## src/rtl/dit_pkg.sv

```systemverilog
package dit_pkg;
  localparam int OFFSET_W = 4;

  localparam logic [OFFSET_W-1:0] OFF_T1_CNT_LO = 4'h4;
  localparam logic [OFFSET_W-1:0] OFF_T1_CNT_HI = 4'h5;
  localparam logic [OFFSET_W-1:0] OFF_T1_LAT_LO = 4'h6;
  localparam logic [OFFSET_W-1:0] OFF_T1_LAT_HI = 4'h7;
  localparam logic [OFFSET_W-1:0] OFF_T2_LO     = 4'h8;
  localparam logic [OFFSET_W-1:0] OFF_T2_HI     = 4'h9;
  localparam logic [OFFSET_W-1:0] OFF_MODE      = 4'hB;

  localparam logic [1:0] RUN_FREE = 2'b01;

  typedef struct packed {
    logic t1LatLo;
    logic t1LatHi;
    logic t1Load;
    logic t2LatLo;
    logic t2LatHi;   // also transfers latch to counter
    logic modeWr;
  } ditStrobe_t;

  typedef enum logic [2:0] {
    SEL_NONE, SEL_C1LO, SEL_C1HI, SEL_L1LO, SEL_L1HI, SEL_C2LO, SEL_C2HI, SEL_MODE
  } ditRdSel_t;
endpackage

```

## src/rtl/dit_ctrl.sv

```systemverilog
module dit_ctrl
  import dit_pkg::*;
(
  input  logic                wrEn,
  input  logic [OFFSET_W-1:0] addr,
  output ditStrobe_t          strb,
  output ditRdSel_t           rdSel
);
  always_comb begin
    strb = '0;
    if (wrEn) begin
      case (addr)
        OFF_T1_CNT_LO, OFF_T1_LAT_LO: strb.t1LatLo = 1'b1;
        OFF_T1_CNT_HI: begin
          strb.t1LatHi = 1'b1;
          strb.t1Load  = 1'b1;
        end
        OFF_T1_LAT_HI: strb.t1LatHi = 1'b1;
        OFF_T2_LO:     strb.t2LatLo = 1'b1;
        OFF_T2_HI:     strb.t2LatHi = 1'b1;
        OFF_MODE:      strb.modeWr  = 1'b1;
        default: ;
      endcase
    end
  end

  always_comb begin
    case (addr)
      OFF_T1_CNT_LO: rdSel = SEL_C1LO;
      OFF_T1_CNT_HI: rdSel = SEL_C1HI;
      OFF_T1_LAT_LO: rdSel = SEL_L1LO;
      OFF_T1_LAT_HI: rdSel = SEL_L1HI;
      OFF_T2_LO:     rdSel = SEL_C2LO;
      OFF_T2_HI:     rdSel = SEL_C2HI;
      OFF_MODE:      rdSel = SEL_MODE;
      default:       rdSel = SEL_NONE;
    endcase
  end
endmodule

```

## src/rtl/dit_timer.sv

```systemverilog
module dit_timer #(
  parameter int W              = 16,
  parameter bit RELOAD_CAPABLE = 1'b1,
  parameter bit ARM_AT_RESET   = 1'b1,
  localparam int HW            = W / 2
) (
  input  logic          clk,
  input  logic          rstN,
  input  logic          tickEn,
  input  logic          wrLo,
  input  logic          wrHi,
  input  logic          doLoad,
  input  logic          reloadMode,
  input  logic [HW-1:0] wrData,
  output logic [W-1:0]  latch,
  output logic [W-1:0]  count,
  output logic          pulse,
  output logic          flag
);
  logic          armed;
  logic [W-1:0]  latchNext;
  logic          freeRun;
  logic          underflow;

  assign freeRun   = RELOAD_CAPABLE && reloadMode;
  assign latchNext = {wrHi ? wrData : latch[W-1:HW], wrLo ? wrData : latch[HW-1:0]};
  assign underflow = tickEn && !doLoad && (count == '0) && (armed || freeRun);

  always_ff @(posedge clk) begin
    if (!rstN) begin
      latch <= '1;
      count <= '1;
      armed <= ARM_AT_RESET;
      flag  <= 1'b0;
      pulse <= 1'b0;
    end else begin
      latch <= latchNext;
      if (doLoad)
        count <= latchNext;
      else if (tickEn)
        count <= (freeRun && (count == '1)) ? latch : count - 1'b1;
      pulse <= underflow;
      if (doLoad)         armed <= 1'b1;
      else if (underflow) armed <= 1'b0;
      if (underflow)      flag <= 1'b1;
      else if (wrHi)      flag <= 1'b0;
    end
  end
endmodule

```

## src/rtl/dit_datapath.sv

```systemverilog
module dit_datapath
  import dit_pkg::*;
#(
  parameter int W   = 16,
  localparam int HW = W / 2,
  localparam int NCH = 2
) (
  input  logic          clk,
  input  logic          rstN,
  input  logic          tickEn,
  input  ditStrobe_t    strb,
  input  ditRdSel_t     rdSel,
  input  logic [HW-1:0] wrData,
  output logic [HW-1:0] rdData,
  output logic          t1Pulse,
  output logic          t2Pulse,
  output logic          t1Flag,
  output logic          t2Flag,
  output logic [W-1:0]  t1Latch,
  output logic [W-1:0]  t2Latch,
  output logic [W-1:0]  t1Count,
  output logic [W-1:0]  t2Count,
  output logic [HW-1:0] modeReg
);
  logic [NCH-1:0] chLo, chHi, chLoad, chPulse, chFlag;
  logic [W-1:0]   chLatch [NCH];
  logic [W-1:0]   chCount [NCH];
  logic           freeRun;

  assign chLo    = {strb.t2LatLo, strb.t1LatLo};
  assign chHi    = {strb.t2LatHi, strb.t1LatHi};
  assign chLoad  = {strb.t2LatHi, strb.t1Load};
  assign freeRun = (modeReg[HW-1 -: 2] == RUN_FREE);

  always_ff @(posedge clk) begin
    if (!rstN)            modeReg <= '0;
    else if (strb.modeWr) modeReg <= wrData;
  end

  for (genvar ch = 0; ch < NCH; ch++) begin : g_ch
    dit_timer #(
      .W(W),
      .RELOAD_CAPABLE(ch == 0),
      .ARM_AT_RESET(ch == 0)
    ) u_tmr (
      .clk(clk),
      .rstN(rstN),
      .tickEn(tickEn),
      .wrLo(chLo[ch]),
      .wrHi(chHi[ch]),
      .doLoad(chLoad[ch]),
      .reloadMode(freeRun),
      .wrData(wrData),
      .latch(chLatch[ch]),
      .count(chCount[ch]),
      .pulse(chPulse[ch]),
      .flag(chFlag[ch])
    );
  end

  assign t1Pulse = chPulse[0];
  assign t2Pulse = chPulse[1];
  assign t1Flag  = chFlag[0];
  assign t2Flag  = chFlag[1];
  assign t1Latch = chLatch[0];
  assign t2Latch = chLatch[1];
  assign t1Count = chCount[0];
  assign t2Count = chCount[1];

  always_comb begin
    case (rdSel)
      SEL_C1LO: rdData = t1Count[HW-1:0];
      SEL_C1HI: rdData = t1Count[W-1:HW];
      SEL_L1LO: rdData = t1Latch[HW-1:0];
      SEL_L1HI: rdData = t1Latch[W-1:HW];
      SEL_C2LO: rdData = t2Count[HW-1:0];
      SEL_C2HI: rdData = t2Count[W-1:HW];
      SEL_MODE: rdData = modeReg;
      default:  rdData = '0;
    endcase
  end
endmodule

```

## src/rtl/dual_interval_timer.sv

```systemverilog
module dual_interval_timer
  import dit_pkg::*;
#(
  parameter int CNT_W = 16,
  localparam int DW   = CNT_W / 2
) (
  input  logic                clk,
  input  logic                rstN,
  input  logic                tickEn,
  input  logic                wrEn,
  input  logic [OFFSET_W-1:0] addr,
  input  logic [DW-1:0]       wrData,
  output logic [DW-1:0]       rdData,
  output logic                t1Pulse,
  output logic                t2Pulse,
  output logic                t1Flag,
  output logic                t2Flag
);
  ditStrobe_t       strb;
  ditRdSel_t        rdSel;
  logic [CNT_W-1:0] t1Latch, t2Latch, t1Count, t2Count;
  logic [DW-1:0]    modeReg;

  dit_ctrl u_ctrl (
    .wrEn(wrEn),
    .addr(addr),
    .strb(strb),
    .rdSel(rdSel)
  );

  dit_datapath #(.W(CNT_W)) u_dp (
    .clk(clk),
    .rstN(rstN),
    .tickEn(tickEn),
    .strb(strb),
    .rdSel(rdSel),
    .wrData(wrData),
    .rdData(rdData),
    .t1Pulse(t1Pulse),
    .t2Pulse(t2Pulse),
    .t1Flag(t1Flag),
    .t2Flag(t2Flag),
    .t1Latch(t1Latch),
    .t2Latch(t2Latch),
    .t1Count(t1Count),
    .t2Count(t2Count),
    .modeReg(modeReg)
  );
endmodule

```

## config.mk

```make
export PLATFORM = sky130hd
export DESIGN_NAME = dual_interval_timer
export DESIGN_NICKNAME = d
export VERILOG_FILES = /design/src/rtl/dit_pkg.sv /design/src/rtl/dit_ctrl.sv /design/src/rtl/dit_timer.sv /design/src/rtl/dit_datapath.sv /design/src/rtl/dual_interval_timer.sv
export SDC_FILE = /design/constraint.sdc
export NUM_CORES = 1
export LEC_CHECK = 0
export BUFFER_PORTS_ARGS = -buffer_cell sky130_fd_sc_hd__buf_2
export CAP_MARGIN = 20
export CELL_PAD_IN_SITES_DETAIL_PLACEMENT = 0
export CELL_PAD_IN_SITES_GLOBAL_PLACEMENT = 2
export CORE_MARGIN = 3
export CORE_UTILIZATION = 36
export CTS_CLUSTER_SIZE = 30
export DETAILED_ROUTE_END_ITERATION = 16
export PLACE_DENSITY_LB_ADDON = 0.1
export SYNTH_ARGS = -nofsm -noshare
export SYNTH_HDL_FRONTEND = slang
export SYNTH_SLANG_ARGS = --single-unit
export TNS_END_PERCENT = 30
```

## constraint.sdc

```tcl
create_clock -name clk -period 2.32 [get_ports clk]
set_input_delay 0.464 -clock clk [delete_from_list [all_inputs] [get_ports clk]]
set_output_delay 0.464 -clock clk [all_outputs]
set_load 0.05 [all_outputs]
```

## Word-level counts from Yosys, hierarchy flattened

Cells that the tools add are included.

| word-level totals | value |
|---|---|
| register bits | 78 |
| output and inout port bits | 12 |
| word-level logic and storage cells | 73 |

| operators by class | value |
|---|---|
| add/sub/neg operators | 2 |
| eq/ne operators | 16 |
| multiplexer cells | 24 |
| bitwise operators | 1 |
| reductions and logical operators | 19 |

Operators with widths:

| kind | count |
|---|---|
| $mux W16 | 5 |
| $pmux W8 S7 | 1 |
| $logic_not A16 Y1 | 2 |
| $mux W8 | 4 |
| $sub A16 B1 Y16 const B | 2 |
| $pmux W3 S7 | 1 |
| $eq A16 B16 Y1 const B | 1 |
| $eq A4 B3 Y1 const B | 4 |
| $eq A3 B3 Y1 const B | 4 |
| $eq A4 B4 Y1 const B | 3 |
| $mux W1 | 12 |
| $reduce_bool A2 Y1 | 4 |
| $logic_and A1 B1 Y1 | 7 |
| $eq A3 B2 Y1 const B | 2 |
| $mux W6 | 1 |
| $reduce_or A2 Y1 | 3 |
| $eq A3 B1 Y1 const B | 1 |
| $eq A2 B1 Y1 const B | 1 |
| $logic_not A1 Y1 | 2 |
| $logic_or A1 B1 Y1 | 1 |
| $not A1 Y1 | 1 |

## Logic depth before layout (Yosys ltp)

| depth | value |
|---|---|
| depth after elaboration | 10 |
| mapped depth | 7 |
| depth with buffers taken out | 7 |

## Cells and area by module

A second synthesis with hierarchy kept.

| second synthesis, totals | value |
|---|---|
| cells, all modules | 460 |
| area total of the unflattened synthesis | 4122.7 um^2 |

By module, submodules not included:

| module | times used | cells an instance | area each (um^2) |
|---|---|---|---|
| dit_timer (u_dp.g_ch[0].u_tmr) | 1 | 192 | 1690.4 |
| dit_timer (u_dp.g_ch[1].u_tmr) | 1 | 158 | 1495.2 |
| dit_datapath | 1 | 89 | 794.5 |
| dit_ctrl | 1 | 21 | 142.6 |

## Worst setup path before layout

No wires, ideal clock.

| path | value |
|---|---|
| kind | input -> output |
| start point | in addr[1] |
| end point | out rdData[7] |
| arrival time | 2.126 ns |
| required time | 1.856 ns |
| slack | -0.270 ns |
| stages on the path | 6 |
| path through | clkbuf_1 > clkbuf_1 > nand2_1 > nor2_1 > a21oi_1 > o221ai_1 |

| between the ends | value |
|---|---|
| cells in the longest elaborated chain, start to end | 4 |

RTL lines:

| what | RTL line | source |
|---|---|---|
| start, declared | dual_interval_timer.sv:11 | `input logic [OFFSET_W-1:0] addr,` |
| $eq A4 B4 Y1 or $eq A4 B3 Y1 (tied branches) | dit_ctrl.sv:28 | `case (addr)` |
| $pmux W3 S7 * | dit_ctrl.sv:28 |  |
| $eq A3 B3 Y1 (tied with other cells) | dit_datapath.sv:71 | `case (rdSel)` |
| $pmux W8 S7 * | dit_datapath.sv:71 |  |
| end, declared | dual_interval_timer.sv:13 | `output logic [DW-1:0] rdData,` |

Mark *: on every way between the ends. The rest lies on a longest branch, timed or not.

## Worst setup path in the final report

| path | value |
|---|---|
| start point | in addr[2] |
| end point | out rdData[5] |

Same word-level chain as after synthesis.

==> impl_metrics.py <==
metrics = {
    "logic_synthesis": {
        "synth.cell_area_mm2": 0.00390,
        "synthMuxAreaShare_pct": 3.46,
        "yosysMostFrequentCell": "nand2_1",
        "synthSimpleGateAreaFrac_pct": 31.0,
        "synth_compound_area_share_pct": 18.0,
        "synthXorXnorAreaFrac_pct": 5.58,
        "synth_cell_types": 63,
        "synthTopCellsByArea": "dfxtp_1 (36%), nand2_1 (7.3%), nand3_1 (5.5%), o21ai_1 (3.3%), a21oi_1 (3.2%)",
        "synth_top_family_by_area": "simple AND/OR/NAND/NOR gates",
        "netlist_top_cells_count": "nand2_1 (76), dfxtp_1 (70), nand3_1 (43), nor2_1 (30), clkbuf_1 (29)",
        "post-synth-top-area-cell": "dfxtp_1",
        "ys_ff_latch": 70,
        "synth_top_area_share_pct": 35.9,
        "synth_nets": 512,
        "yosysSeqAreaShare_pct": 35.9,
        "yosysWarnings": 0,
        "synth_flop_cell": "dfxtp_1",
        "synth_edf_count": 0,
        "async_reset_ff_share_pct": 0,
        "synth_adder_area_share_pct": 1.28,
        "synth_area_per_cell_um2": 7.93,
        "synthCells": 492,
    },
    "worst_setup_path": {
        "rr_worst_depth": 6,
        "end_kind": "output port",
        "path_cells": "buf_2 -> nor2b_1 -> buf_4 -> a22o_1 -> a222oi_1 -> o21ai_1 -> buf_2",
        "cp_data_arrival_time_ns": 1.79,
        "r2r_slack_ns": 0.21,
        "r2r-start": "u_dp.g_ch[0].u_tmr.count[0]",
        "path_max_fanout": 9,
        "slowest_stage": "a222oi_1",
        "critPathMaxStageDelay_ns": 0.31,
        "crit_family": "compound AO/OA/AOI/OAI gates",
        "cp.required_ns": 1.86,
        "crit_type": "in2out",
        "r2r-end": "u_dp.g_ch[0].u_tmr.count[8]",
        "path_buf_inv": 3,
        "critPathLaunchType": "input pin",
        "crit_start": "addr[2]",
        "timing.critical_path.mode_cell": "buf_2",
    },
    "timing": {
        "rsz0062_at_grt": "true",
        "slew_viol_final": 0,
        "hold_viol": 0,
        "fmax_mhz": 444,
        "fin_crit_sh_pct": 97.1,
        "max_slew.worst_pin.slew_ns": 0.697,
        "slew_headroom_pct": 53.5,
        "fin_skew_ns": 0.00833,
        "hold_ws_ns": 0.461,
        "period_minus_slack_ns": 2.25,
        "setup_violations": 0,
    },
    "cts": {
        "clk_path_buf_depth": 2,
        "cts_num_sinks": 70,
        "clkTransAtPathRegs_ns": 0.07,
        "htree_levels": 3,
        "post_cts_resize_count": 0,
        "cts_made_buffers": 9,
        "root_buffer": "clkbuf_8",
        "cts-hold-fix-buffers": 0,
        "cts_setup_buffers": 0,
        "cts_tree": "done",
        "clock_latency_ns": 0.35,
    },
    "pwr": {
        "p_per_area_mw_per_mm2": 667,
        "ir_worst_vdd_v": 0.000334,
        "leakagePower_nw": 1.84,
    },
    "grt": {
        "grt_max_degree": 55,
        "antenna_found_initial": 0,
        "grt_pass1_vias": 3671,
        "grt_remaining_overflow": 0,
        "grt_pass1_wl_um": 21100,
        "grt.total_usage_pct": 23.4,
    },
    "drt": {
        "totalWireLength_um": 13500,
        "post-route-drc-count": 0,
        "drtAntennaViolNets": 0,
        "vias_per_cell": 5.72,
        "wire_per_inst_um": 20.1,
        "drt_iter0_drc": 322,
        "dr.pass1.iters": 5,
        "vias": 3848,
    },
    "run": {
        "cap_violations": 0,
    },
    "floorplanning": {
        "chipHeight_um": 110,
        "coreArea_mm2": 0.0104,
        "fp-row-count": 37,
        "dieArea_mm2": 0.0121,
        "start_util_pct": 37.4,
        "die_x_um": 110,
        "io_pins": 28,
    },
    "hold_path": {
        "hold_path_end": "u_dp.g_ch[0].u_tmr.latch[1]",
        "hold_path.class": "in2reg",
        "hold_path_depth": 3,
        "hold_start": "wrData[1]",
    },
    "cells_and_area": {
        "n_antenna_cell": 0,
        "area_delta_synth_final_pct": 18.7,
        "n_fill_cell": 1086,
        "drive_gt1_share_pct": 18.6,
        "fin_cells": 673,
        "final_nets": 552,
    },
    "placed_design": {
        "io_buffers": 27,
        "gp_congestion": 0.882,
        "dpl.hpwl_um": 9760,
        "place_inst": 657,
    },
    "outcome": {
        "status": "complete, no violations",
    },
}
-- stage by stage --
| step | setup slack (ns) | instance area [µm²] | TNS [ns] | utilization (%) | total power, W |
|---|---|---|---|---|---|
| floorplan | -0.195 | 3910 | -0.696 | - | 0.00159 |
| detailed placement | 0.0828 | 4350 | 0 | 41.8 | 0.00176 |
| finish | 0.0680 | 4630 | 0 | 44.4 | 0.00309 |
| global placement | 0.102 | 4350 | 0 | 41.8 | 0.00176 |
| CTS | 0.0749 | 4620 | 0 | 44.4 | 0.00311 |
| global route | -0.00722 | 4630 | -0.00834 | 44.4 | 0.00320 |
-- how the worst max path moves through the flow --
| stage | end | slack [ns] | cells after the start |
|---|---|---|---|
| CTS | rdData[5] | 0.07 | 7 |
| finish | rdData[5] | 0.07 | 7 |
| floorplan | rdData[2] | -0.19 | 6 |
| global route | rdData[0] | -0.007 | 7 |
| detailed placement | rdData[5] | 0.08 | 7 |
| global placement | rdData[5] | 0.10 | 7 |
-- placed cells by master (no fill, tap or decap), types with 8 or more instances in the layout --
master | Yosys | routed
nand2_1 | 76 | 76
dfxtp_1 | 70 | 70
nand3_1 | 43 | 43
buf_4 | 0 | 36
nor2_1 | 30 | 30
buf_2 | 1 | 27
o21ai_1 | 26 | 25
a21oi_1 | 25 | 25
o211ai_1 | 15 | 15
nor3_1 | 13 | 13
xor2_1 | 13 | 13
nand4_1 | 10 | 10
xnor2_1 | 10 | 10
clkbuf_8 | 0 | 10
mux2i_1 | 9 | 9
inv_1 | 8 | 8
and3_1 | 8 | 8
nand4b_1 | 8 | 8
-- area by class of cell --
cell class | instances | area (µm²) | area share, %
clock inverter | 6 | 133 | 2.87
sequential | 70 | 1400 | 30.3
tap | 136 | 170 | 3.68
multi-input combinational | 378 | 2330 | 50.3
clock buffer | 10 | 138 | 2.97
timing repair buffer | 64 | 425 | 9.19
inverter | 9 | 33.8 | 0.730
-- per-layer routing --
metal	part of all wire, %	GRT usage [%]	up-vias
met2	43	33.6	120
met5	0	0	-
met1	51	35.8	1834
met4	1.5	7.12	0
met3	5.0	3.15	14
li1	-	-	1880
-- logic make-up (layout without fill, tap and decap cells) --
family | after synthesis | after routing
AOI/OAI and AO/OA | 107 | 107
adders and majority gates | 4 | 4
DFF | 70 | 70
and+or+nand+nor | 231 | 231
muxes | 12 | 12
xor gates and xnor gates | 24 | 24
buffers and inverters | 44 | 89
-- state kept, by name (all words and copies together), names as in the netlist --
signal and flops:
u_dp.g_ch.u_tmr.armed 2, u_dp.modeReg 8, u_dp.g_ch.u_tmr.latch 24, u_dp.g_ch.u_tmr.flag 2
u_dp.g_ch.u_tmr.count 32, u_dp.g_ch.u_tmr.pulse 2
-- report_power, final --
group	switching [W]	leakage, nW	total, W	internal (W)
combinational	0.000273	1.13	0.000430	0.000157
clock	0.000504	0.132	0.00135	0.000851
sequential	0.0000612	0.572	0.00130	0.00124
total	0.000838	1.84	0.00309	0.00225
-- worst min-delay path: stages --
cell and delay [ns]:
buf_2 0.16, nand2_1 0.07, nand3_1 0.06
Power figures use the tool's default switching activity.
